**config.mk**
```make
export PLATFORM = sky130hd
export DESIGN_NAME = host_resp_enc
export DESIGN_NICKNAME = d
export VERILOG_FILES = /design/src/rtl/host_resp_pkg.sv /design/src/rtl/host_resp_elig.sv /design/src/rtl/host_resp_prio.sv /design/src/rtl/host_resp_enc.sv
export SDC_FILE = /design/constraint.sdc
export NUM_CORES = 1
export LEC_CHECK = 0
export BUFFER_PORTS_ARGS = -buffer_cell sky130_fd_sc_hd__buf_4
export CORE_AREA = 8 8 45 47
export DETAILED_ROUTE_END_ITERATION = 10
export DIE_AREA = 0 0 53 55
export MAX_ROUTING_LAYER = met4
export SLEW_MARGIN = 30
export SYNTH_ARGS = -nofsm -noshare
export SYNTH_HDL_FRONTEND = slang
export SYNTH_SLANG_ARGS = --single-unit
```
**constraint.sdc**
```tcl
create_clock -name clk_i -period 0.8 [get_ports clk_i]
set_input_delay 0.04 -clock clk_i [delete_from_list [all_inputs] [get_ports clk_i]]
set_output_delay 0.04 -clock clk_i [all_outputs]
set_load 0.005 [all_outputs]
```
**src/rtl/host_resp_pkg.sv**
```systemverilog
package host_resp_pkg;
  localparam int TGT_W   = 3;
  localparam int NUM_TGT = 1 << TGT_W;
  localparam int CODE_W  = 3;

  localparam logic [CODE_W-1:0] RSP_IDLE   = 3'b000;
  localparam logic [CODE_W-1:0] RSP_RETRY  = 3'b001;
  localparam logic [CODE_W-1:0] RSP_DEFER  = 3'b010;
  localparam logic [CODE_W-1:0] RSP_RSVD   = 3'b011;
  localparam logic [CODE_W-1:0] RSP_HARD   = 3'b100;
  localparam logic [CODE_W-1:0] RSP_NODATA = 3'b101;
  localparam logic [CODE_W-1:0] RSP_IWB    = 3'b110;
  localparam logic [CODE_W-1:0] RSP_DATA   = 3'b111;

  localparam int TGT_DRAM = 0;

  // bit i set: target class i qualifies
  localparam logic [NUM_TGT-1:0] RETRY_RD_MASK = 8'b0011_1110;
  localparam logic [NUM_TGT-1:0] RETRY_WR_MASK = 8'b0011_1110;
  localparam logic [NUM_TGT-1:0] DEFER_RD_MASK = 8'b0011_1110;
  localparam logic [NUM_TGT-1:0] DEFER_WR_MASK = 8'b0010_0100;
endpackage

```
**src/rtl/host_resp_elig.sv**
```systemverilog
module host_resp_elig
  import host_resp_pkg::*;
(
  input  logic [TGT_W-1:0] target_i,
  input  logic             write_i,
  input  logic             lock_i,
  output logic             retry_ok_o,
  output logic             defer_ok_o
);
  logic [NUM_TGT-1:0] tgt_hot;
  logic [NUM_TGT-1:0] retry_hit;
  logic [NUM_TGT-1:0] defer_hit;

  for (genvar g = 0; g < NUM_TGT; g++) begin : g_tgt
    assign tgt_hot[g]   = (target_i == TGT_W'(g));
    assign retry_hit[g] = tgt_hot[g] & (write_i ? RETRY_WR_MASK[g] : RETRY_RD_MASK[g]);
    assign defer_hit[g] = tgt_hot[g] & (write_i ? DEFER_WR_MASK[g] : DEFER_RD_MASK[g]);
  end

  // locked DRAM reads are the only retryable DRAM accesses
  logic dram_lock_rd;
  assign dram_lock_rd = tgt_hot[TGT_DRAM] & lock_i & ~write_i;

  assign retry_ok_o = (|retry_hit) | dram_lock_rd;
  assign defer_ok_o = |defer_hit;

  always_comb begin
    a_r3_onehot_decode: assert ($onehot(tgt_hot));
  end
endmodule

```
**src/rtl/host_resp_prio.sv**
```systemverilog
module host_resp_prio
  import host_resp_pkg::*;
(
  input  logic              write_i,
  input  logic              zero_len_i,
  input  logic              busy_i,
  input  logic              hitm_i,
  input  logic              defer_en_i,
  input  logic              retry_ok_i,
  input  logic              defer_ok_i,
  output logic [CODE_W-1:0] code_o
);
  always_comb begin
    if (busy_i && retry_ok_i)         code_o = RSP_RETRY;
    else if (hitm_i)                  code_o = RSP_IWB;
    else if (defer_en_i && defer_ok_i) code_o = RSP_DEFER;
    else if (write_i || zero_len_i)   code_o = RSP_NODATA;
    else                              code_o = RSP_DATA;
  end
endmodule

```
**src/rtl/host_resp_enc.sv**
```systemverilog
module host_resp_enc
  import host_resp_pkg::*;
(
  input  logic              clk_i,
  input  logic              rst_ni,
  input  logic              req_valid_i,
  input  logic              req_write_i,
  input  logic              req_zero_len_i,
  input  logic [TGT_W-1:0]  req_target_i,
  input  logic              req_lock_i,
  input  logic              snoop_hitm_i,
  input  logic              target_busy_i,
  input  logic              defer_en_i,
  output logic              resp_valid_o,
  output logic [CODE_W-1:0] resp_code_o
);
  logic              retry_ok, defer_ok;
  logic [CODE_W-1:0] code_d;

  host_resp_elig u_elig (
    .target_i   (req_target_i),
    .write_i    (req_write_i),
    .lock_i     (req_lock_i),
    .retry_ok_o (retry_ok),
    .defer_ok_o (defer_ok)
  );

  host_resp_prio u_prio (
    .write_i    (req_write_i),
    .zero_len_i (req_zero_len_i),
    .busy_i     (target_busy_i),
    .hitm_i     (snoop_hitm_i),
    .defer_en_i (defer_en_i),
    .retry_ok_i (retry_ok),
    .defer_ok_i (defer_ok),
    .code_o     (code_d)
  );

  always_ff @(posedge clk_i or negedge rst_ni) begin
    if (!rst_ni) begin
      resp_valid_o <= 1'b0;
      resp_code_o  <= RSP_IDLE;
    end else begin
      resp_valid_o <= req_valid_i;
      resp_code_o  <= req_valid_i ? code_d : RSP_IDLE;
    end
  end

  a_r1_valid_follows: assert property (@(posedge clk_i) disable iff (!rst_ni)
    req_valid_i |=> resp_valid_o);
  a_r1_idle_follows: assert property (@(posedge clk_i) disable iff (!rst_ni)
    !req_valid_i |=> (!resp_valid_o && resp_code_o == RSP_IDLE));
  a_r2_no_rsvd_hard: assert property (@(posedge clk_i) disable iff (!rst_ni)
    (resp_code_o != RSP_RSVD) && (resp_code_o != RSP_HARD));
  a_r3_retry_needs_busy: assert property (@(posedge clk_i) disable iff (!rst_ni)
    (resp_valid_o && resp_code_o == RSP_RETRY) |-> $past(target_busy_i));
  a_r5_hitm_free_iwb: assert property (@(posedge clk_i) disable iff (!rst_ni)
    (req_valid_i && snoop_hitm_i && !target_busy_i) |=> resp_code_o == RSP_IWB);
  a_r6_defer_needs_en: assert property (@(posedge clk_i) disable iff (!rst_ni)
    (resp_valid_o && resp_code_o == RSP_DEFER) |-> $past(defer_en_i && !snoop_hitm_i));
endmodule

```
# Word level (Yosys, flattened, before mapping)
# Index checks and enable logic that the tools add are counted.
[totals]
reg_bits = 4
latch_bits = 0
ram_bits = 0
romBits = 0
inputBits = 12
output_inout_bits = 4
elab_cells = 26
memories = 0
[classes]
n_addsub = 0
mul = 0
div_mod_pow = 0
n_lt_le_gt_ge = 0
n_eq_ne = 5
n_shift = 0
muxes = 6
bitwise = 7
n_reduce_logical = 6
[op_table]
columns = ["operator", "count"]
rows = [
  ["3-bit two-way mux", 4],
  ["5-bit OR reduction", 2],
  ["3-bit by 2-bit == test with 1-bit output, second input constant", 2],
  ["3-bit == test, second input constant", 2],
  ["1-bit bitwise AND", 5],
  ["3-bit by 1-bit == test with 1-bit output, second input constant", 1],
  ["3-bit zero test", 1],
  ["1-bit logical AND", 2],
  ["2-bit two-way mux", 1],
  ["1-bit logical OR", 1],
  ["1-bit two-way mux", 1],
  ["1-bit inverter", 1],
  ["1-bit OR", 1],
]

# Logic depth before layout (Yosys ltp)
# Gate-level depths: netlist (run 1).
[depth]
ltp_word = 8
depth_mapped = 4
depth_no_buf = 4

# Cells and area by module
# A second synthesis (run 1) with hierarchy kept.
[hier_totals]
hier_cells = 21
area_unflattened_um2 = 209.0
[modules_own_cells]
columns = ["mod", "n_inst", "cells_per_inst", "area_per_inst_um2", "seq_area_each_um2"]
rows = [
  ["host_resp_enc", 1, 7, 118.9, 100.1],
  ["host_resp_elig", 1, 8, 46.3, 0.0],
  ["host_resp_prio", 1, 6, 43.8, 0.0],
]

# Least setup slack after synthesis (run 1)
# OpenSTA, ideal clock, no wires.
[synth_path]
path_type = "input-to-reg"
startpoint = "in req_write_i"
endpoint = "reg resp_code_o[1]"
setup_time_ns = 0.126
t_arrival_ns = 0.660
required_time_ns = 0.674
slack_ns = 0.014
path_stages = 4
n_path_buf = 0
cell_sequence = "nor2b_1 nor3b_1 o21a_1 o311a_1"
[synth_between]
elab_chain_cells = 8
word_cells_on_any_way = 16
cone_classes = "mux (6); bitwise (6); reduce/logical (4)"
[synth_rtl]
columns = ["item", "line_no", "rtl"]
rows = [
  ["start, declared", "host_resp_enc.sv:7", "input logic req_write_i,"],
  ["1-bit two-way mux", "host_resp_elig.sv:17", "assign defer_hit[g] = tgt_hot[g] & (write_i ? DEFER_WR_MASK[g] : DEFER_RD_MASK[g]);"],
  ["1-bit bitwise AND", "host_resp_elig.sv:17", ""],
  ["5-bit OR reduction", "host_resp_elig.sv:25", "assign defer_ok_o = |defer_hit;"],
  ["1-bit logical AND", "host_resp_prio.sv:16", "else if (defer_en_i && defer_ok_i) code_o = RSP_DEFER;"],
  ["3-bit two-way mux", "host_resp_prio.sv:16", ""],
  ["3-bit two-way mux", "host_resp_prio.sv:15", "else if (hitm_i) code_o = RSP_IWB;"],
  ["3-bit two-way mux (*)", "host_resp_prio.sv:14", "if (busy_i && retry_ok_i) code_o = RSP_RETRY;"],
  ["3-bit two-way mux (*)", "host_resp_enc.sv:45", "resp_code_o <= req_valid_i ? code_d : RSP_IDLE;"],
  ["end signal, assigned", "host_resp_enc.sv:45", ""],
  ["end, declared", "host_resp_enc.sv:15", "output logic [CODE_W-1:0] resp_code_o"],
]
# Every way passes the cells marked *; elsewhere a longest branch is shown, timed or not.

# Worst setup path in the final report (run 1)
[layout_path]
startpoint = "reg resp_code_o[0]"
endpoint = "out resp_code_o[0]"
# No word-level cell between the ends.

==> out/summary.txt, run 1 <==
Run status - completed
Root buffer cell - clkbuf_4
Crit share post-route - 0.9359
Cts bufs inserted - 3
Post-synthesis sequential area ratio - 0.4938
H-tree levels - 1
# Max-Cap Violations - 0
Worst Path Required - 0.76 ns
Post-Syn Area - 202.7 um2
Asr flop ratio synth - 1.000
Area growth syn-to-layout - 87.65%
Post-synth top area cell - dfrtp_1
Vias post-DR - 212
LEAKAGE - 0.1975 nW
CP arrival - 0.71 ns
Die height - 55 um
Synth cell count leaders - dfrtp_1, inv_1, nand2_1, nor2_1, nor2b_1
Initial antenna violation count - 0
First-pass GRT wire length - 924 um
Count leader, synth - dfrtp_1
Dpl cell area - 342.8 um2
Starting density of the core - 0.1465
Final min period - 0.7488 ns
TritonCTS Sinks - 4
RSZ-0062 raised after global routing - no
Largest net degree at the start of global routing - 6
Max-slew violation count - 0
Fin. Hold Viols - 0
Synth Flop Type - dfrtp_1
DRC violations left - 0
Avg Cell Area, Syn - 10.13 um2
Postcts setup bufs - 0
Hold WS - 0.07833 ns
DR vias/cell - 3.786
Slowest Stage Delay on Critical Path - 0.35 ns
Rows - 14
ANT nets after route - 0
Crit-path cells - buf_4
Vias in the first global route - 246
# diodes - 0
WS Path Type - flop to primary output
Post-synth cell types - 13
Setup crit start - resp_code_o[0]$_DFF_PN0_
Area contributors post-synth - dfrtp_1, o41ai_2, nor2b_1
GRT Total Usage - 0.04800
Pre-Repair DR Iteration Count - 4
GRT Residual Overflow - 0
EDFF count, synth - 0
PD cells - 1559 nW/um2
CP Buf/Inv Count - 1
I/O Buffers - 15
Worst VDD drop - 0.3357 mV
Synth Register Bits - 4
Ys Warns - 0
CTS tree - yes
Hold Startpoint - snoop_hitm_i
Final #Nets - 54
CP startpoint kind - flop
Mapped Nets - 32
Worst-path clk slew - 0.04 ns
Finished Cell Area - 380.4 um2
FILL cells - 155
CP max stage cell - dfrtp_1
Share of layout cells above drive strength 1 - 0.4750
Core area - 1384 um2
Slew headroom - 0.7620
IO Pins - 16
Drt initial violations - 3
Routed wire length - 541 um
Final RePlAce weighted congestion - 0.6081
Longest Clk Path Bufs - 2
Yosys top cell area share - 0.4938
HPWL Detailed - 481.2 um
Top delay family on crit path - flip-flops
Final setup fails - 0
Slew @ Worst Pin - 0.3531 ns
CP max FO - 1
Full die area - 2915 um2
Wire per inst - 9.661 um
Syn Inst Count - 20
DIE WIDTH - 53 um
Worst min-delay path class - primary input to flop
CP endpoint kind - primary output
Fmax - 1336 MHz
==> layout by cell type, fill, tap and decap left out <==
cell type / count
buf_4: 15
dfrtp_1: 4
clkbuf_4: 3
nor2_1: 2
nor2b_1: 2
inv_1: 2
nand2_1: 2
nor3b_1: 1
a211oi_1: 1
o21a_1: 1
a21boi_0: 1
o41ai_2: 1
o311a_1: 1
o22ai_1: 1
a21oi_1: 1
dlygate4sd3_1: 1
dlymetal6s4s_1: 1
==> cell type report <==
| cell class | instances | area [um2] | share of cell area |
|---|---|---|---|
| Multi-Input combinational cell | 14 | 95.09 | 0.2500 |
| Inverter | 2 | 7.507 | 0.01974 |
| Sequential cell | 4 | 100.1 | 0.2632 |
| Tap cell | 16 | 20.02 | 0.05263 |
| Timing Repair Buffer | 17 | 135.1 | 0.3553 |
| Clock buffer | 3 | 22.52 | 0.05921 |
==> metal layers <==
layer,global-route usage,up-vias,wire length [um]
met5,-,-,0
met4,0.07759,0,0
met3,0.02674,0,74
met2,0.04688,14,219
met1,0.05054,85,247
li1,-,113,-
==> report_power, final <==
part           internal (W)  total [W]  switching, W
combinational     0.0000795   0.000127     0.0000472
clock              0.000167   0.000245     0.0000775
sequential         0.000218   0.000221    0.00000318
==> logic make-up after synthesis <==
| logic type | Yosys count | synth area share |
|---|---|---|
| DFF | 4 | 0.4938 |
| buffers and inverters | 2 | 0.03705 |
| AOI/OAI and AO/OA | 7 | 0.2964 |
| and+or+nand+nor | 7 | 0.1729 |
==> sequential cells by signal (all words and copies together) (netlist names) <==
name / count
resp_valid_o: 1
resp_code_o: 3
==> what timing repair did <==
item | CTS | global route
hold endpoints to repair | 5 | 0
hold buffers | 2 | 0
endpoints found under the setup margin | 0 | 1
resized for setup | 0 | 1
==> path summary, 6_finish.rpt <==
path	to	slack, ns	cells after the start
max	resp_code_o[0]	0.05	1
min	resp_code_o[2]$_DFF_PN0_	0.08	3
max in group asynchronous	resp_valid_o$_DFF_PN0_	0.56	2
min in group asynchronous	resp_code_o[2]$_DFF_PN0_	0.14	2
==> per-stage QoR <==
stage	power [W]	setup TNS (ns)	worst slack (ns)	utilization	std cells
after floorplan	0.0002616	0	0.01429	-	20
after global placement	0.0003464	-0.3317	-0.1506	0.2477	52
after detailed placement	0.0003481	-0.3417	-0.1504	0.2477	52
after CTS	0.0006138	0	0.03870	0.2785	57
after global routing	0.0006400	0	0.01984	0.2749	56
final	0.0005928	0	0.05125	0.2749	56
(Power assumes the default switching activity.)
==> inputs of run 2 (changes only) <==
--- a/config.mk
+++ b/config.mk
@@ -9,6 +9,7 @@
 export CORE_AREA = 8 8 45 47
 export DETAILED_ROUTE_END_ITERATION = 10
 export DIE_AREA = 0 0 53 55
+export GPL_ROUTABILITY_DRIVEN = 0
 export MAX_ROUTING_LAYER = met4
 export SLEW_MARGIN = 30
 export SYNTH_ARGS = -nofsm -noshare
==> constraint.sdc (replaced) <==
create_clock -name clk_i -period 0.9 [get_ports clk_i]
set_input_delay 0.045 -clock clk_i [delete_from_list [all_inputs] [get_ports clk_i]]
set_output_delay 0.045 -clock clk_i [all_outputs]
set_load 0.005 [all_outputs]
==> run 2 against run 1 <==
Against the previous run:
- sequential cell count unchanged
- sequential power decreased by 11%
- setup slack improved by 0.089 ns
- die area unchanged
- via count increased by 3.3%
- global-route usage unchanged
- routed wire length increased by 3.0%
- final cell count increased by 1.8%
- first-iteration DRC count decreased by 100%
- clock power decreased by 11%
- largest cell class unchanged
- largest power group unchanged
==> out/summary.txt, run 2 (synthesis results as in run 1) <==
Run status - completed
Vias in the first global route - 241
ANT nets after route - 0
Top reg by flops - resp_code_o
CP Buf/Inv Count - 1
RSZ-0062 raised after global routing - no
Slowest Stage Delay on Critical Path - 0.35 ns
Longest Clk Path Bufs - 2
Drt initial violations - 0
Initial antenna violation count - 0
LEAKAGE - 0.1935 nW
Routed wire length - 557 um
Largest register FFs - 3
IO Pins - 16
Crit share post-route - 0.8439
DRC violations left - 0
Grt met1 use - 0.05513
PD cells - 1372 nW/um2
First-pass GRT wire length - 910 um
Die height - 55 um
Commonest non-fill, non-tap cell in the layout - buf_4
Worst Path Required - 0.85 ns
Postcts setup bufs - 0
Final min period - 0.7595 ns
Top delay family on crit path - flip-flops
Worst hold path depth - 3
Final setup fails - 0
Final #Nets - 55
Worst VDD drop - 0.3518 mV
Max-slew violation count - 0
GRT Residual Overflow - 0
Worst-path clk slew - 0.04 ns
Cts repair resizes - 0
Worst hold endpoint - resp_code_o[2]$_DFF_PN0_
Worst setup margin - 0.1405 ns
Slew headroom - 0.7499
# diodes - 0
CP endpoint kind - primary output
Worst min-delay path class - primary input to flop
GRT Total Usage - 0.04800
Regs by FF count - resp_code_o x3, resp_valid_o x1
Share of layout cells above drive strength 1 - 0.4878
Largest net degree at the start of global routing - 6
Wire per inst - 9.772 um
CP startpoint kind - flop
TritonCTS Sinks - 4
Root buffer cell - clkbuf_4
Fmax - 1317 MHz
CP arrival - 0.71 ns
Cts bufs inserted - 3
Setup WS pre-CTS - -0.05776 ns
Final core utilization - 0.2785
Commonest non-fill, non-tap cells in the layout - buf_4, dfrtp_1, clkbuf_4
Area growth syn-to-layout - 90.12%
Rows - 14
DIE WIDTH - 53 um
DR vias/cell - 3.842
H-tree levels - 1
Full die area - 2915 um2
Slew @ Worst Pin - 0.3711 ns
Core area - 1384 um2
WS Path Type - flop to primary output
Fin. Hold Viols - 0
Hold WS - 0.08309 ns
CTS tree - yes
# Max-Cap Violations - 0
Busiest grt layer - met4
CP max stage cell - dfrtp_1
CP max FO - 1
M2 GR Usage - 0.04688
FILL cells - 148
I/O Buffers - 15
Pre-Repair DR Iteration Count - 1
Vias post-DR - 219
Hold Startpoint - snoop_hitm_i
Crit-path cells - buf_4
Starting density of the core - 0.1465
M3 GR Usage - 0.01872
## run 2: area by class of cell
| class | instances | area [um2] | share of cell area |
|---|---|---|---|
| timing repair buffer | 18 | 140.1 | 0.3636 |
| multi-input combinational | 14 | 95.09 | 0.2468 |
| clock buffer | 3 | 22.52 | 0.05844 |
| inverter | 2 | 7.507 | 0.01948 |
| sequential | 4 | 100.1 | 0.2597 |
| tap | 16 | 20.02 | 0.05195 |
## run 2: routing by layer
| layer | up-vias | wire, um |
|---|---|---|
| met5 | - | 0 |
| met4 | 0 | 0 |
| met3 | 0 | 57 |
| met2 | 14 | 236 |
| met1 | 91 | 263 |
| li1 | 114 | - |
## run 2: where the power goes
part | switching, W | internal, W
logic | 0.0000423 | 0.0000727
registers | 0.00000318 | 0.000194
clock network | 0.0000680 | 0.000149
total | 0.000113 | 0.000415
## run 2: worst max-delay path by stage
stage	from	to	slack, ns	depth (start not counted)
2_1_floorplan	req_write_i	resp_code_o[1]$_DFF_PN0_	0.11	4
3_3_place_gp	req_target_i[0]	resp_code_o[1]$_DFF_PN0_	-0.04	5
3_5_place_dp	req_target_i[0]	resp_code_o[1]$_DFF_PN0_	-0.06	5
4_1_cts	resp_code_o[1]$_DFF_PN0_	resp_code_o[1]	0.13	1
5_1_grt	req_valid_i	resp_code_o[0]$_DFF_PN0_	0.09	4
6_report	resp_code_o[1]$_DFF_PN0_	resp_code_o[1]	0.14	1
## run 2: what timing repair did
item / CTS / global route
setup endpoints to repair: 0 / 0
hold buffers: 2 / 0
hold endpoints to repair: 5 / 0
## run 2: metrics by stage
stage,instance area (um2),cells,power (W),TNS (ns)
after global placement,342.8,52,0.0003085,-0.06712
after global routing,385.4,57,0.0005721,0
after detailed placement,342.8,52,0.0003097,-0.08574
final,385.4,57,0.0005287,0
after CTS,385.4,57,0.0005458,0
after floorplan,202.7,20,0.0002325,0
